### config.mk
export PLATFORM = sky130hd
export DESIGN_NAME = pwrdown_seq
export DESIGN_NICKNAME = d
export VERILOG_FILES = /design/src/rtl/pwrdown_pkg.sv /design/src/rtl/pwrdown_ctrl.sv /design/src/rtl/pwrdown_path.sv /design/src/rtl/pwrdown_seq.sv
export SDC_FILE = /design/constraint.sdc
export NUM_CORES = 1
export LEC_CHECK = 0
export CAP_MARGIN = 20
export CORE_AREA = 2 2 39 41
export DETAILED_ROUTE_END_ITERATION = 8
export DIE_AREA = 0 0 41 43
export PLACE_DENSITY = 0.65
export SETUP_SLACK_MARGIN = 0.15
export SKIP_CTS_REPAIR_TIMING = 1
export SLEW_MARGIN = 40
export SYNTH_ARGS = -nofsm -noshare
export SYNTH_HDL_FRONTEND = slang
export SYNTH_SLANG_ARGS = --single-unit
### constraint.sdc
create_clock -name clk -period 2.91 [get_ports clk]
set_input_delay 0.582 -clock clk [delete_from_list [all_inputs] [get_ports clk]]
set_output_delay 0.582 -clock clk [all_outputs]
set_load 0.01 [all_outputs]
### src/rtl/pwrdown_pkg.sv
package pwrdown_pkg;

  typedef enum logic [2:0] {
    ST_RUN    = 3'd0,
    ST_DOWN   = 3'd1,
    ST_CLK_ON = 3'd2,
    ST_HOLD   = 3'd3,
    ST_SER_ON = 3'd4
  } seqState_t;

  // strobes from the control FSM to the output datapath
  typedef struct packed {
    logic enterDown;
    logic supplyOn;
    logic clockOn;
    logic cntLoad;
    logic resetRelease;
    logic serialOn;
  } seqStrobes_t;

endpackage

### src/rtl/pwrdown_ctrl.sv
module pwrdown_ctrl
  import pwrdown_pkg::*;
(
  input  logic        clk,
  input  logic        rstN,
  input  logic        reqBit,
  input  logic        wakeAlarm,
  input  logic        wakePeriodic,
  input  logic        wakeSense,
  input  logic        cntDone,
  output seqStrobes_t strobes
);

  seqState_t state, stateNext;
  logic wakeAny;

  assign wakeAny = wakeAlarm | wakePeriodic | wakeSense;

  always_comb begin
    stateNext = state;
    strobes   = '0;
    unique case (state)
      ST_RUN: begin
        if (reqBit) begin
          strobes.enterDown = 1'b1;
          stateNext = ST_DOWN;
        end
      end
      ST_DOWN: begin
        if (wakeAny) begin
          strobes.supplyOn = 1'b1;
          stateNext = ST_CLK_ON;
        end
      end
      ST_CLK_ON: begin
        strobes.clockOn = 1'b1;
        strobes.cntLoad = 1'b1;
        stateNext = ST_HOLD;
      end
      ST_HOLD: begin
        if (cntDone) begin
          strobes.resetRelease = 1'b1;
          stateNext = ST_SER_ON;
        end
      end
      ST_SER_ON: begin
        strobes.serialOn = 1'b1;
        stateNext = ST_RUN;
      end
      default: stateNext = ST_RUN;
    endcase
  end

  always_ff @(posedge clk or negedge rstN) begin
    if (!rstN) state <= ST_RUN;
    else       state <= stateNext;
  end

  // without a pending request the block stays in normal operation
  assert_stay_run_R11: assert property (@(posedge clk) disable iff (!rstN)
    (state == ST_RUN && !reqBit) |=> (state == ST_RUN));

  // the reset hold is not cut short while the counter runs
  assert_hold_wait_R7: assert property (@(posedge clk) disable iff (!rstN)
    (state == ST_HOLD && !cntDone) |=> (state == ST_HOLD));

  // power-down is left only when an interrupt is present
  assert_down_needs_wake_R3: assert property (@(posedge clk) disable iff (!rstN)
    (state == ST_DOWN && !wakeAny) |=> (state == ST_DOWN));

endmodule

### src/rtl/pwrdown_path.sv
module pwrdown_path
  import pwrdown_pkg::*;
#(
  parameter int RESET_HOLD = 4
) (
  input  logic        clk,
  input  logic        rstN,
  input  logic        pdWrite,
  input  seqStrobes_t strobes,
  output logic        reqBit,
  output logic        cntDone,
  output logic        supplyEn,
  output logic        gateEn,
  output logic        cpuResetN,
  output logic        serialEn
);

  localparam int CNT_W = (RESET_HOLD < 2) ? 1 : $clog2(RESET_HOLD);
  localparam logic [CNT_W-1:0] CNT_INIT = CNT_W'(RESET_HOLD - 1);

  logic [CNT_W-1:0] holdCnt;
  logic             gateReq;

  // request bit: writes accepted only while the serial interface is up
  always_ff @(posedge clk or negedge rstN) begin
    if (!rstN)                      reqBit <= 1'b0;
    else if (strobes.enterDown)     reqBit <= 1'b0;
    else if (pdWrite && serialEn)   reqBit <= 1'b1;
  end

  always_ff @(posedge clk or negedge rstN) begin
    if (!rstN) begin
      supplyEn  <= 1'b1;
      gateReq   <= 1'b1;
      cpuResetN <= 1'b1;
      serialEn  <= 1'b1;
    end else begin
      if (strobes.enterDown) begin
        supplyEn  <= 1'b0;
        gateReq   <= 1'b0;
        cpuResetN <= 1'b0;
        serialEn  <= 1'b0;
      end
      if (strobes.supplyOn)     supplyEn  <= 1'b1;
      if (strobes.clockOn)      gateReq   <= 1'b1;
      if (strobes.resetRelease) cpuResetN <= 1'b1;
      if (strobes.serialOn)     serialEn  <= 1'b1;
    end
  end

  always_ff @(posedge clk or negedge rstN) begin
    if (!rstN)                holdCnt <= '0;
    else if (strobes.cntLoad) holdCnt <= CNT_INIT;
    else if (holdCnt != '0)   holdCnt <= holdCnt - 1'b1;
  end

  assign cntDone = (holdCnt == '0);

  // gate retimed on the falling edge so the gated clock has no runt pulse
  always_ff @(negedge clk or negedge rstN) begin
    if (!rstN) gateEn <= 1'b1;
    else       gateEn <= gateReq;
  end

  // serial interface only comes back after reset release
  assert_serial_last_R8: assert property (@(posedge clk) disable iff (!rstN)
    serialEn |-> (cpuResetN && supplyEn));

  // reset is never released before the clock gate is opened
  assert_reset_after_clock_R7: assert property (@(posedge clk) disable iff (!rstN)
    cpuResetN |-> gateReq);

  // the clock gate never opens ahead of the supply
  assert_clock_after_supply_R6: assert property (@(posedge clk) disable iff (!rstN)
    gateReq |-> supplyEn);

  // no request can be pending while the serial interface is off
  assert_write_ignored_R9: assert property (@(posedge clk) disable iff (!rstN)
    !serialEn |=> !reqBit);

endmodule

### src/rtl/pwrdown_seq.sv
module pwrdown_seq
  import pwrdown_pkg::*;
#(
  parameter int RESET_HOLD = 4
) (
  input  logic clk,
  input  logic rstN,
  input  logic pdWrite,
  input  logic wakeAlarm,
  input  logic wakePeriodic,
  input  logic wakeSense,
  output logic supplyEn,
  output logic clkOut,
  output logic cpuResetN,
  output logic serialEn
);

  seqStrobes_t strobes;
  logic reqBit;
  logic cntDone;
  logic gateEn;

  pwrdown_ctrl u_ctrl (
    .clk          (clk),
    .rstN         (rstN),
    .reqBit       (reqBit),
    .wakeAlarm    (wakeAlarm),
    .wakePeriodic (wakePeriodic),
    .wakeSense    (wakeSense),
    .cntDone      (cntDone),
    .strobes      (strobes)
  );

  pwrdown_path #(.RESET_HOLD(RESET_HOLD)) u_path (
    .clk       (clk),
    .rstN      (rstN),
    .pdWrite   (pdWrite),
    .strobes   (strobes),
    .reqBit    (reqBit),
    .cntDone   (cntDone),
    .supplyEn  (supplyEn),
    .gateEn    (gateEn),
    .cpuResetN (cpuResetN),
    .serialEn  (serialEn)
  );

  assign clkOut = clk & gateEn;

endmodule

==> flow_summary.toml <==
[logic_synthesis]
yosysTopAreaCell = "dfrtp_1"
syn_nets = 54
synth-adder-area-share_pct = 2.50
synth_top_area_share_pct = 30.0
synth.area.mux_share_pct = 2.25
ys_warn_count = 0
synth_compound_area_share_pct = 13.8
synth-seq-cells = 11
synthTopCellsByArea = "dfrtp_1 30%, dfstp_2 26%, o21ai_0 5.0%, nor3_1 4.0%, inv_1 3.0%"
ys_seq_area_share_pct = 56.2
syn_avg_cell_area_sq_um = 10.6
synth_top_family_by_area = "simple AND/OR/NAND/NOR gates"
synthCells = 47
ys_types = 22
synth_xor_xnor_area_share_pct = 1.75
synth-simple-area-share_pct = 17.3
syn-cell-area_sq_um = 500

[die]
io_pins = 10
die_y_microns = 43
die_w_microns = 41
die_area_sq_um = 1760
rows = 14
start_util_pct = 36.2
core-area_sq_um = 1380

[setup_path]
path_cells = "and2_4, buf_6"
critPathMaxStageDelay_ns = 0.51
reg2reg_to = "u_path.gateEn$_DFF_NN1_"
path_class = "flip-flop to output port"
crit_fanout = 1
rr_worst_depth = 0
start_kind = "flip-flop"
crit_start = "u_path.gateEn$_DFF_NN1_"
required_ns = 2.33
r2r_start = "u_path.gateReq$_DFFE_PN1P_"
crit_path_top_delay_cell = "dfstp_2"
critPathCaptureType = "output port"
regToRegSetupSlack_ns = 0.93
cp.arrival_ns = 2.64
endpoint = "clkOut"

[power_and_ir_drop]
p_int_uw = 506
p_leak_uw = 0.000290
p_seq_share_pct = 40.8
clockPowerShare_pct = 28.4
sw_frac_of_total_pct = 34.5
power_density_nw_per_um2 = 1180
ir_drop_mv = 0.368
p_switching_uw = 267
p_comb_share_pct = 30.8

[placement]
place_hpwl_microns = 688
io_buffers = 9
dpl_cell_area_sq_um = 602
routabilityCongestion = 0.744

[layout]
n_fill_cell = 134
n_antenna_cell = 0
multiInputGateArea_sq_um = 190
area_growth_pct = 30.8
regArea_sq_um = 282
nNetsFinal = 70
drive_above_1_share_pct = 29.0
fin_area_sq_um = 654

[sta]
fin_skew_ns = 0.0617
slew_headroom_pct = 77.7
setup_viol = 2
hold_viol = 0
rsz0062_at_grt = "yes"
maxSlewViolCount = 0
tns_ns = -0.309
fin_ws_ns = -0.309
tightest_slew_ns = 0.334

[grt]
grt_max_degree = 13
antenna_found_initial = 0
overflow = 0
grt_pass1_wl_microns = 1700
gr-usage-all-layers_pct = 15.9
grt_pass1_vias = 432

[hold_path]
hold_path.class = "flip-flop to flip-flop"
hold_path_startpoint = "u_path.supplyEn$_DFFE_PN1P_"

[cts]
cts_tree = "built"
clkLatencyLatePin_ns = 0.45
clk_pin_slew_worst_paths_ns = 0.07

[drt]
drc = 0
wire_per_inst_microns = 12.4
drt_iter0_markers = 7
vias_per_cell = 4.92
drt-pass1-iter-count = 3
drtAntennaViolNets = 0
routed_wl_microns = 969
vias = 384

[status]
violations = "negative setup slack"
status = "finished with violations"

[run]
maxCapViolations = 0
==> Yosys cell counts (all sizes together) <==
master and number:
dfstp 5, nor2 3, ha 1, or4b 1, dfrtp 6, a22o 1, o21ai 6, xor2 1
buf 2, and3 1, and2 2, mux2 1, nor3 4, a31oi 1, a211oi 1, o31ai 1
a21oi 1, nand2 4, inv 4, nand2b 1
==> worst min path at each step <==
stage / slack, ns / to / cells past startpoint
after floorplan: 0.29 / u_ctrl.state[0]$_DFFE_PN0P_ / 0
after global placement: 0.46 / u_path.supplyEn$_DFFE_PN1P_ / 2
after CTS: 0.49 / u_path.supplyEn$_DFFE_PN1P_ / 2
after global routing: 0.51 / u_path.supplyEn$_DFFE_PN1P_ / 2
final: 0.49 / u_path.supplyEn$_DFFE_PN1P_ / 2
after detailed placement: 0.48 / u_path.supplyEn$_DFFE_PN1P_ / 2
==> cell type report <==
class	instances	share of cell area [%]
Inverter	3	1.72
Clock buffer	7	8.60
Timing Repair Buffer	9	13.4
Sequential cell	11	43.0
Clock inverter	2	1.15
Tap cell	16	3.06
Multi-Input combinational cell	30	29.1
==> logic make-up (layout without fill, tap and decap cells) <==
logic type,Yosys count,in the layout
simple gates,16,16
buf+inv,6,21
xor+xnor,1,1
compound gates,11,11
fa+ha+maj,1,1
mux,1,1
flops,11,11
==> power groups by stage <==
stage          combinational (uW)  clock, uW  sequential [uW]
2_1_floorplan                 200       19.3              288
3_3_place_gp                  230       40.4              316
3_5_place_dp                  239       40.4              317
4_1_cts                       241        215              314
5_1_grt                       277        244              328
6_report                      238        219              316
==> state kept, by name (all words and copies together), names as in the netlist <==
name and count:
u_path.reqBit 1, u_path.gateReq 1, u_path.serialEn 1, u_path.cpuResetN 1, u_ctrl.state 3, u_path.gateEn 1
u_path.holdCnt 2, u_path.supplyEn 1
==> per-stage QoR <==
step                      cells  worst slack [ns]  util, %  hold slack (ns)  total power (uW)
after global placement       71            -0.233     43.5            0.459               586
after floorplan              47             0.234        -            0.286               508
after CTS                    78            -0.774     47.0            0.493               770
after global routing         78            -0.378     47.3            0.509               849
after detailed placement     71            -0.240     43.5            0.482               596
final                        78            -0.309     47.3            0.485               773
==> layout by cell type, fill, tap and decap left out, types with 3 or more instances in the layout <==
| cell | instances |
|---|---|
| clkdlybuf4s50_1 | 8 |
| clkbuf_4 | 6 |
| dfrtp_1 | 6 |
| inv_1 | 5 |
| o21ai_0 | 5 |
| dfstp_2 | 5 |
| nor3_1 | 4 |
| nand2_1 | 4 |
| nor2_1 | 3 |
==> worst max-delay path, delay by kind of cell (launching register included) <==
kind	cells	cell delay, ns
and+or+nand+nor	1	0.13
buffers and inverters	1	0.09
DFF	1	0.51
==> layer usage <==
layer | global-route usage (%) | vias up | part of all wire [%]
li1 | - | 193 | -
met1 | 16.7 | 176 | 43
met2 | 20.3 | 9 | 47
met3 | 5.24 | 6 | 5.2
met4 | 20.7 | 0 | 4.3
met5 | 0 | - | 0
(Power assumes the default switching activity.)
